`src/rtl/i2c_addr_router_pkg.sv`:
```
package i2c_addr_router_pkg;
  typedef enum logic [1:0] {
    RT_NONE       = 2'd0,
    RT_LOCAL      = 2'd1,
    RT_PARTNER    = 2'd2,
    RT_DOWNSTREAM = 2'd3
  } route_t;

  typedef enum logic {
    ST_IDLE = 1'b0,
    ST_WAIT = 1'b1
  } bstate_t;
endpackage

```
`src/rtl/router_regs.sv`:
```
module router_regs #(
  parameter int AW          = 7,
  parameter int RA_W        = 8,
  parameter int DW          = 8,
  parameter int TO_W        = 8,
  parameter logic [RA_W-1:0] OFS_DEVID   = 8'h00,
  parameter logic [RA_W-1:0] OFS_PARTNER = 8'h06,
  parameter logic [RA_W-1:0] OFS_DSTREAM = 8'h07,
  parameter logic [RA_W-1:0] OFS_TMO     = 8'h08,
  parameter logic [TO_W-1:0] DEF_TMO     = 8'd64
) (
  input  logic            clk,
  input  logic            rst_n,
  input  logic [AW-1:0]   strap_id,
  input  logic            wr_en,
  input  logic [RA_W-1:0] wr_addr,
  input  logic [DW-1:0]   wr_data,
  output logic [AW-1:0]   local_id,
  output logic [AW-1:0]   partner_id,
  output logic            partner_vld,
  output logic [AW-1:0]   dstream_id,
  output logic            dstream_vld,
  output logic [TO_W-1:0] to_limit
);
  logic            ovr_q, ovr_d;
  logic [AW-1:0]   dev_q, dev_d;
  logic [AW-1:0]   pid_q, pid_d;
  logic            pv_q, pv_d;
  logic [AW-1:0]   did_q, did_d;
  logic            dv_q, dv_d;
  logic [TO_W-1:0] tmo_q, tmo_d;

  always_comb begin
    ovr_d = ovr_q;
    dev_d = dev_q;
    pid_d = pid_q;
    pv_d  = pv_q;
    did_d = did_q;
    dv_d  = dv_q;
    tmo_d = tmo_q;
    if (wr_en) begin
      if (wr_addr == OFS_DEVID) begin
        ovr_d = wr_data[DW-1];
        dev_d = wr_data[AW-1:0];
      end
      if (wr_addr == OFS_PARTNER) begin
        pid_d = wr_data[AW-1:0];
        pv_d  = 1'b1;
      end
      if (wr_addr == OFS_DSTREAM) begin
        did_d = wr_data[AW-1:0];
        dv_d  = 1'b1;
      end
      if (wr_addr == OFS_TMO) begin
        tmo_d = wr_data[TO_W-1:0];
      end
    end
  end

  always_ff @(posedge clk or negedge rst_n) begin
    if (!rst_n) begin
      ovr_q <= 1'b0;
      dev_q <= '0;
      pid_q <= '0;
      pv_q  <= 1'b0;
      did_q <= '0;
      dv_q  <= 1'b0;
      tmo_q <= DEF_TMO;
    end else if (wr_en) begin
      ovr_q <= ovr_d;
      dev_q <= dev_d;
      pid_q <= pid_d;
      pv_q  <= pv_d;
      did_q <= did_d;
      dv_q  <= dv_d;
      tmo_q <= tmo_d;
    end
  end

  assign local_id    = ovr_q ? dev_q : strap_id;
  assign partner_id  = pid_q;
  assign partner_vld = pv_q;
  assign dstream_id  = did_q;
  assign dstream_vld = dv_q;
  assign to_limit    = tmo_q;
endmodule

```
`src/rtl/addr_match.sv`:
```
module addr_match
  import i2c_addr_router_pkg::*;
#(
  parameter int AW = 7
) (
  input  logic [AW-1:0] addr,
  input  logic          display_mode,
  input  logic [AW-1:0] local_id,
  input  logic [AW-1:0] partner_id,
  input  logic          partner_vld,
  input  logic [AW-1:0] dstream_id,
  input  logic          dstream_vld,
  output route_t        route_o
);
  logic hit_local, hit_partner, hit_dstream;

  assign hit_local   = (addr == local_id);
  assign hit_partner = display_mode && partner_vld && (addr == partner_id);
  assign hit_dstream = display_mode && dstream_vld && (addr == dstream_id);

  always_comb begin
    if (hit_local)        route_o = RT_LOCAL;
    else if (hit_partner) route_o = RT_PARTNER;
    else if (hit_dstream) route_o = RT_DOWNSTREAM;
    else                  route_o = RT_NONE;
  end
endmodule

```
`src/rtl/bridge_fsm.sv`:
```
module bridge_fsm
  import i2c_addr_router_pkg::*;
#(
  parameter int AW   = 7,
  parameter int TO_W = 8
) (
  input  logic            clk,
  input  logic            rst_n,
  input  logic            addr_valid,
  input  logic [AW-1:0]   addr,
  input  logic            addr_rw,
  input  route_t          route_in,
  input  logic [TO_W-1:0] lim_in,
  input  logic            rsp_valid,
  input  logic            rsp_ack,
  output logic            hold,
  output logic            done,
  output logic            ack,
  output route_t          route,
  output logic [AW-1:0]   req_addr,
  output logic            req_rw
);
  bstate_t         st_q, st_d;
  logic [TO_W-1:0] cnt_q, cnt_d;
  logic [TO_W-1:0] lim_q, lim_d;
  logic            done_q, done_d;
  logic            ack_q, ack_d;
  route_t          rt_q, rt_d;
  logic [AW-1:0]   ra_q, ra_d;
  logic            rw_q, rw_d;

  always_comb begin
    st_d   = st_q;
    cnt_d  = cnt_q;
    lim_d  = lim_q;
    done_d = 1'b0;
    ack_d  = ack_q;
    rt_d   = rt_q;
    ra_d   = ra_q;
    rw_d   = rw_q;
    unique case (st_q)
      ST_IDLE: begin
        if (addr_valid) begin
          rt_d = route_in;
          if (route_in == RT_PARTNER || route_in == RT_DOWNSTREAM) begin
            st_d  = ST_WAIT;
            cnt_d = '0;
            lim_d = lim_in;
            ra_d  = addr;
            rw_d  = addr_rw;
          end else begin
            done_d = 1'b1;
            ack_d  = (route_in == RT_LOCAL);
          end
        end
      end
      ST_WAIT: begin
        if (rsp_valid) begin
          st_d   = ST_IDLE;
          done_d = 1'b1;
          ack_d  = rsp_ack;
        end else if (cnt_q == lim_q) begin
          st_d   = ST_IDLE;
          done_d = 1'b1;
          ack_d  = 1'b0;
        end else begin
          cnt_d = cnt_q + 1'b1;
        end
      end
      default: st_d = ST_IDLE;
    endcase
  end

  always_ff @(posedge clk or negedge rst_n) begin
    if (!rst_n) begin
      st_q   <= ST_IDLE;
      cnt_q  <= '0;
      lim_q  <= '0;
      done_q <= 1'b0;
      ack_q  <= 1'b0;
      rt_q   <= RT_NONE;
      ra_q   <= '0;
      rw_q   <= 1'b0;
    end else begin
      st_q   <= st_d;
      cnt_q  <= cnt_d;
      lim_q  <= lim_d;
      done_q <= done_d;
      ack_q  <= ack_d;
      rt_q   <= rt_d;
      ra_q   <= ra_d;
      rw_q   <= rw_d;
    end
  end

  assign hold     = (st_q == ST_WAIT);
  assign done     = done_q;
  assign ack      = ack_q;
  assign route    = rt_q;
  assign req_addr = ra_q;
  assign req_rw   = rw_q;
endmodule

```
`src/rtl/i2c_addr_router.sv`:
```
module i2c_addr_router
  import i2c_addr_router_pkg::*;
#(
  parameter int AW   = 7,
  parameter int RA_W = 8,
  parameter int DW   = 8,
  parameter int TO_W = 8,
  parameter logic [TO_W-1:0] DEF_TMO = 8'd64
) (
  input  logic            clk,
  input  logic            rst_n,
  input  logic [AW-1:0]   strap_id,
  input  logic            display_mode,
  input  logic            reg_wr_en,
  input  logic [RA_W-1:0] reg_wr_addr,
  input  logic [DW-1:0]   reg_wr_data,
  input  logic            addr_valid,
  input  logic [AW-1:0]   addr,
  input  logic            addr_rw,
  input  logic            rsp_valid,
  input  logic            rsp_ack,
  output logic            scl_hold,
  output logic            req_valid,
  output logic [AW-1:0]   req_addr,
  output logic            req_rw,
  output logic            dec_done,
  output logic            dec_ack,
  output logic [1:0]      route
);
  logic [AW-1:0]   local_id, partner_id, dstream_id;
  logic            partner_vld, dstream_vld;
  logic [TO_W-1:0] to_limit;
  route_t          cls_route, fsm_route;
  logic            hold_w;

  router_regs #(.AW(AW), .RA_W(RA_W), .DW(DW), .TO_W(TO_W), .DEF_TMO(DEF_TMO)) u_regs (
    .clk(clk), .rst_n(rst_n), .strap_id(strap_id),
    .wr_en(reg_wr_en), .wr_addr(reg_wr_addr), .wr_data(reg_wr_data),
    .local_id(local_id), .partner_id(partner_id), .partner_vld(partner_vld),
    .dstream_id(dstream_id), .dstream_vld(dstream_vld), .to_limit(to_limit)
  );

  addr_match #(.AW(AW)) u_match (
    .addr(addr), .display_mode(display_mode), .local_id(local_id),
    .partner_id(partner_id), .partner_vld(partner_vld),
    .dstream_id(dstream_id), .dstream_vld(dstream_vld), .route_o(cls_route)
  );

  bridge_fsm #(.AW(AW), .TO_W(TO_W)) u_fsm (
    .clk(clk), .rst_n(rst_n), .addr_valid(addr_valid), .addr(addr),
    .addr_rw(addr_rw), .route_in(cls_route), .lim_in(to_limit),
    .rsp_valid(rsp_valid), .rsp_ack(rsp_ack), .hold(hold_w),
    .done(dec_done), .ack(dec_ack), .route(fsm_route),
    .req_addr(req_addr), .req_rw(req_rw)
  );

  assign scl_hold  = hold_w;
  assign req_valid = hold_w;
  assign route     = fsm_route;
endmodule

```
`config.mk`:
```
export PLATFORM = sky130hd
export DESIGN_NAME = i2c_addr_router
export DESIGN_NICKNAME = d
export VERILOG_FILES = /design/src/rtl/i2c_addr_router_pkg.sv /design/src/rtl/router_regs.sv /design/src/rtl/addr_match.sv /design/src/rtl/bridge_fsm.sv /design/src/rtl/i2c_addr_router.sv
export SDC_FILE = /design/constraint.sdc
export NUM_CORES = 1
export LEC_CHECK = 0
export CORE_UTILIZATION = 45
export DETAILED_ROUTE_END_ITERATION = 6
export HOLD_SLACK_MARGIN = 0.03
export PLACE_DENSITY = 0.75
export SLEW_MARGIN = 40
export SYNTH_ARGS = -nofsm -noshare
export SYNTH_HDL_FRONTEND = slang
export SYNTH_HIERARCHICAL = 1
export SYNTH_SLANG_ARGS = --single-unit
```
`constraint.sdc`:
```
create_clock -name clk -period 3.9 [get_ports clk]
set_input_delay 0.78 -clock clk [delete_from_list [all_inputs] [get_ports clk]]
set_output_delay 0.78 -clock clk [all_outputs]
set_load 0.05 [all_outputs]
```
======== Word-level counts from Yosys, hierarchy flattened ========
Cells that the tools add are included.
Widths: inputs -> output; s select.
cells by class
  $add $sub $neg .......................... 1
  bitwise gates (word level) .............. 1
  div/mod/pow operators ................... 0
  multipliers ............................. 0
  equal/unequal tests ..................... 16
  shift-type cells ........................ 0
  magnitude comparators ................... 0
  reduce and logical (&&, ||, !) cells .... 14
  multiplexer cells ....................... 24
operators by type and width
  kind                 count
  $mux 8               4
  $eq 7x7->1           3
  $eq 8x3->1 const B   2
  $pmux 8 s2           1
  $mux 1               12
  $reduce_and 2->1     5
  $add 8x1->8 const B  1
  $eq 8x4->1 const B   1
  $eq 8x8->1           1
  $logic_not 8->1      1
  $ne 2x2->1 const B   4
  $mux 7               1
  $mux 2               3
  $pmux 1 s2           3
  $reduce_and 3->1     2
  $eq 2x2->1 const B   2
  $logic_and 1x1->1    4
  $reduce_and 4->1     1
  $ne 3x3->1 const B   1
  $eq 2x1->1 const B   1
  $ne 2x1->1 const B   1
  $logic_or 1x1->1     1
  $not 1->1            1
word-level totals
  memory bits (read-only) ................. 0
  latch bits .............................. 0
  register bits ........................... 61
  output and inout bits ................... 14
  memories ................................ 0
  word-level logic and storage cells ...... 71
  memory bits (writable) .................. 0
  bits of input ports ..................... 38

======== Depth between registers and ports, before layout ========
  depth after elaboration ................. 10
  gate-level depth with buffers ........... 11
  gate-level depth less buffers ........... 9

======== Hierarchy ========
The synthesis kept the hierarchy.
modules (own cells, without submodules)
  module           area each (um^2)  cells an instance  sequential area each (um^2)  instances
  bridge_fsm       1372.6            111                725.7                        1
  router_regs      1368.8            84                 802.0                        1
  addr_match       259.0             32                 0.0                          1
  i2c_addr_router  7.5               1                  0.0                          1

======== Least setup slack after synthesis ========
No wires, ideal clock.
  path type ............................... input to register
  from .................................... in strap_id[0]
  to ...................................... reg u_fsm.lim_q[6]
  data required time ...................... 3.775 ns
  path buffers ............................ 2
  path slack .............................. 1.184 ns
  cell stages on the path ................. 9
  data arrival time ....................... 2.592 ns
  library setup time ...................... 0.125 ns
  cell sequence ........................... mux2_2 -> xor2_1 -> nor4_1 -> nand4_1 -> o21a_1 -> nand3b_1 -> buf_2 -> buf_2 -> mux2_2
on the way
  word-level cells in the longest chain between the ends .. 6
ends and longest elaborated chain
  item                                   line                   text
  start: declaration                     i2c_addr_router.sv:12  input logic [AW-1:0] strap_id,
  $mux 7 (*)                             router_regs.sv:80      assign local_id = ovr_q ? dev_q : strap_id;
  $eq 7x7->1 (*)                         addr_match.sv:17       assign hit_local = (addr == local_id);
  $mux 2 (*)                             addr_match.sv:22       if (hit_local) route_o = RT_LOCAL;
  net cls_route[1]                       i2c_addr_router.sv:33  route_t cls_route, fsm_route;
  $eq 2x2->1                             bridge_fsm.sv:45       if (route_in == RT_PARTNER || route_in == RT_DOWNSTREAM) begin
  $logic_or 1x1->1 (*)                   bridge_fsm.sv:45
  $reduce_and 3->1 (no source line) (*)  --
  end signal: assignment                 bridge_fsm.sv:87       lim_q <= lim_d;
  end: declaration                       bridge_fsm.sv:25       logic [TO_W-1:0] lim_q, lim_d;
The timed path passes the listed nets; every way through them passes the cells marked *.
A chain may end at the register's enable or synchronous reset.

======== Final worst setup path ========
  from .................................... in addr[5]
  to ...................................... reg u_fsm.cnt_q[7]
on the way
  word-level cells in the longest chain between the ends .. 9
ends and longest elaborated chain
  item                                   line                   text
  start: declaration                     i2c_addr_router.sv:18  input logic [AW-1:0] addr,
  $eq 7x7->1                             addr_match.sv:19       assign hit_dstream = display_mode && dstream_vld && (addr == dstream_id);
  $logic_and 1x1->1                      addr_match.sv:19
  $mux 2                                 addr_match.sv:24       else if (hit_dstream) route_o = RT_DOWNSTREAM;
  $mux 2                                 addr_match.sv:23       else if (hit_partner) route_o = RT_PARTNER;
  $mux 2 (*)                             addr_match.sv:22
  net cls_route[1]                       i2c_addr_router.sv:33
  $eq 2x2->1                             bridge_fsm.sv:45
  $logic_or 1x1->1 (*)                   bridge_fsm.sv:45
  $ne 2x1->1 (no source line) (*)        --
  $reduce_and 4->1 (no source line) (*)  --
  end signal: assignment                 bridge_fsm.sv:86       cnt_q <= cnt_d;
  end: declaration                       bridge_fsm.sv:24       logic [TO_W-1:0] cnt_q, cnt_d;
Marked as above.

==> flow_summary.ini <==
[final_layout]
net_count_of_the_finished_layout = 323
area_delta_synth_final_pct = 26.2
layout_commonest_cell = sky130_fd_sc_hd__dfrtp_1
finalInstanceArea_um2 = 3790
multi_input_comb_area_um2 = 1410
antenna_cells = 0
mostFrequentLayoutCells = sky130_fd_sc_hd__dfrtp_1, sky130_fd_sc_hd__clkdlybuf4s50_1, sky130_fd_sc_hd__mux2_2
layout.filler_cells = 526
share_of_post_route_cells_with_drive_strength_above_1_pct = 31.5
final-seq-area_um2 = 1530

[routing]
detailroute.via_count = 1930
drt_wl_total_um = 5900
detailedRoute.firstIterationViolations = 132
detail_route.drc_violations = 0
wire_per_inst_um = 16.1
firstDrtPassIters = 4
detail_route.vias_per_cell = 5.27
ant_nets = 0

[global_route]
groute.usage.overall_pct = 18.8
grt_start_max_net_pins = 35
gr-total-overflow = 0
antenna_found_initial = 0
grt_first_pass_wirelength_um = 10100
grt_pass1_vias = 1968

[placed_design]
gpl.final_weighted_congestion = 0.786
dp_hpwl_um = 4360
input_output_buffers = 51
placement.setup.worst_slack_ns = 0.493
placed_area_um2 = 3580

[run_status]
run_status = finished, final reports clean

[clock_tree]
cts_post_setup_buffers_inserted = 0
cts_made_buffers = 9
cts_tree = yes
clkSinkCount = 61
post_cts_resize_count = 0
clock_tree.htree_level_count = 3
cts_hold_buf = 0
ctsRootBufferMaster = sky130_fd_sc_hd__clkbuf_8
clkSlewWorstSetupHoldPaths_ns = 0.06
clockBufferDepth = 2
clk-insertion-delay-late_ns = 0.33

[setup_path]
cp-startpoint = addr[5]
reg2regPathDepth = 8
ff2ff_setup_slack_ns = 1.04
critical_path.endpoint_type = flop
worstSetupPathType = in2reg
critical_path.reg2reg.startpoint = u_regs/ovr_q
worst-endpoint-required_ns = 4.11
startpoint_type = input pin
worst_reg2reg_path_endpoint = u_fsm/lim_q[3]
timing.critical_path.fanout_max = 7
crit_arrival_ns = 3.24

[power]
leakage_nw = 1.73
power.density_nw_per_um2 = 362
irDropWorstVdd_mv = 0.256
totalPowerFinal_mw = 1.37

[yosys]
yosys_warnings = 6
main_combinational_cell_family_by_area_after_synthesis = multiplexers
synth_simple_gate_area_share_pct = 10.7
number_of_register_bits_inferred_by_synthesis = 61
syn-instance-count = 228
synth.distinct_cells = 46
synth_xor_xnor_area_share_pct = 8.44
synthMuxAreaShare_pct = 22.2
synth-compound-area-share_pct = 4.95
postSynthNetCount = 267
synth_adder_area_share_pct = 0.416
mean_cell_area_of_the_mapped_netlist_um2 = 13.2
syn_area_um2 = 3010
synth-seq-area-share_pct = 50.8

[die]
core-area_um2 = 6390
initial_utilization_pct = 47.1
ioPinCount = 52
fp-row-count = 29
fp.dieH_um = 83.8
floorplan.die_area_um2 = 7010
floorplan.die.width_um = 83.8

[timing]
fin_worst_skew_ns = 0.00738
whs_ns = 0.462
slew_headroom_pct = 57.8
setup_viol = 0
report.final.slew_viol_count = 0
transition_time_of_the_tightest_slew_check_pin_ns = 0.628
grt_setup_unrepaired = false
fin_tns_setup_ns = 0
fin_crit_ns = 3.02
final_hold_viol_count = 0
max_fclk_ghz = 0.331
postLayoutSetupSlackWorst_ns = 0.875
final_min_period_over_clock_period_pct = 77.6

[min_path]
worstHoldPathType = in2async

[run]
max_cap_viol = 0
[sequential cells by signal, summed over array words and instances, names as in the netlist]
register	cells
u_regs/partner_vld	1
u_regs/to_limit	8
u_regs/dstream_vld	1
u_fsm/req_addr	7
u_fsm/done	1
u_regs/partner_id	7
u_fsm/cnt_q	8
u_fsm/ack	1
u_regs/ovr_q	1
u_fsm/lim_q	8
u_fsm/req_rw	1
u_regs/dev_q	7
u_regs/dstream_id	7
u_fsm/hold	1
u_fsm/route	2
[where the power goes]
| group | total [mW] | leakage [nW] | internal (mW) | switching (mW) |
|---|---|---|---|---|
| clock | 0.576 | 0.112 | 0.344 | 0.232 |
| sequential | 0.666 | 0.830 | 0.653 | 0.0136 |
| combinational | 0.131 | 0.792 | 0.0734 | 0.0575 |
[how the worst max path moves through the flow]
stage	endpoint	cells past startpoint	slack, ns
2_1_floorplan	u_fsm/lim_q[6]	9	1.18
3_5_place_dp	u_fsm/cnt_q[7]	8	0.49
5_1_grt	u_fsm/cnt_q[7]	8	0.77
4_1_cts	u_fsm/cnt_q[7]	8	0.85
3_3_place_gp	u_fsm/cnt_q[7]	8	0.57
6_report	u_fsm/cnt_q[7]	8	0.88
[layout make-up]
class | instances | area share [%]
Inverter | 6 | 0.593
Multi-Input combinational cell | 153 | 37.0
Clock inverter | 4 | 1.19
Sequential cell | 61 | 40.3
Tap cell | 77 | 2.54
Timing Repair Buffer | 53 | 14.0
Clock buffer | 12 | 4.35
[Yosys cell counts (all sizes together)]
| cell | number | area (µm²) |
|---|---|---|
| clkbuf | 2 | 7.51 |
| o31ai | 4 | 35.0 |
| inv | 6 | 22.5 |
| dfrtp | 60 | 1500 |
| a22o | 2 | 20.0 |
| and2b | 1 | 8.76 |
| or2b | 1 | 7.51 |
| nand2b | 3 | 18.8 |
| or4 | 2 | 22.5 |
| nand3 | 9 | 45.0 |
| nor2 | 4 | 15.0 |
| nand4 | 5 | 43.8 |
| nand3b | 2 | 15.0 |
| nor4 | 4 | 40.0 |
| dfstp | 1 | 26.3 |
| or2 | 2 | 12.5 |
| buf | 6 | 45.0 |
| a21boi | 1 | 7.51 |
| nor4b | 1 | 8.76 |
| o21ai | 4 | 31.3 |
| or3 | 2 | 17.5 |
| mux2i | 1 | 10.0 |
| and3b | 1 | 8.76 |
| a21oi | 1 | 5.00 |
| o21a | 1 | 7.51 |
| and2 | 1 | 8.76 |
| xnor2 | 20 | 175 |
| nor3b | 2 | 15.0 |
| o211ai | 2 | 15.0 |
| ha | 1 | 12.5 |
| a21o | 2 | 17.5 |
| mux2 | 56 | 657 |
| xor2 | 9 | 78.8 |
| and3 | 1 | 6.26 |
| nor2b | 1 | 6.26 |
| nand2 | 6 | 22.5 |
| a221o | 1 | 10.0 |
[stage by stage]
step	instances	utilization (%)
after global placement	350	56.1
after floorplan	228	-
after detailed placement	350	56.1
final	366	59.4
after global routing	366	59.4
after CTS	366	59.4
[metal layers]
metal	wire length (µm)	up-vias	GRT usage [%]
met4	97	0	7.86
met5	0	-	0
met2	2700	38	27.6
met1	2920	961	27.4
met3	184	8	3.46
li1	-	923	-
[critical path, stage by stage]
cell and delay [ns]:
sky130_fd_sc_hd__clkdlybuf4s50_1 0.49, sky130_fd_sc_hd__xor2_1 0.20, sky130_fd_sc_hd__or4_4 0.54, sky130_fd_sc_hd__nor2_1 0.12
sky130_fd_sc_hd__o21a_1 0.17, sky130_fd_sc_hd__nand3b_1 0.30, sky130_fd_sc_hd__and2_4 0.29, sky130_fd_sc_hd__a221o_1 0.34
[cells by family (layout without fill, tap and decap cells)]
logic type	Yosys count	after routing
XOR/XNOR	29	29
multiplexers	57	57
adder cells (fa/ha/maj)	1	1
AO/OA/AOI/OAI	18	18
buffers and inverters	14	75
flip-flops	61	61
AND/OR/NAND/NOR	48	48
Note: power is estimated with default switching activity, not from simulation.
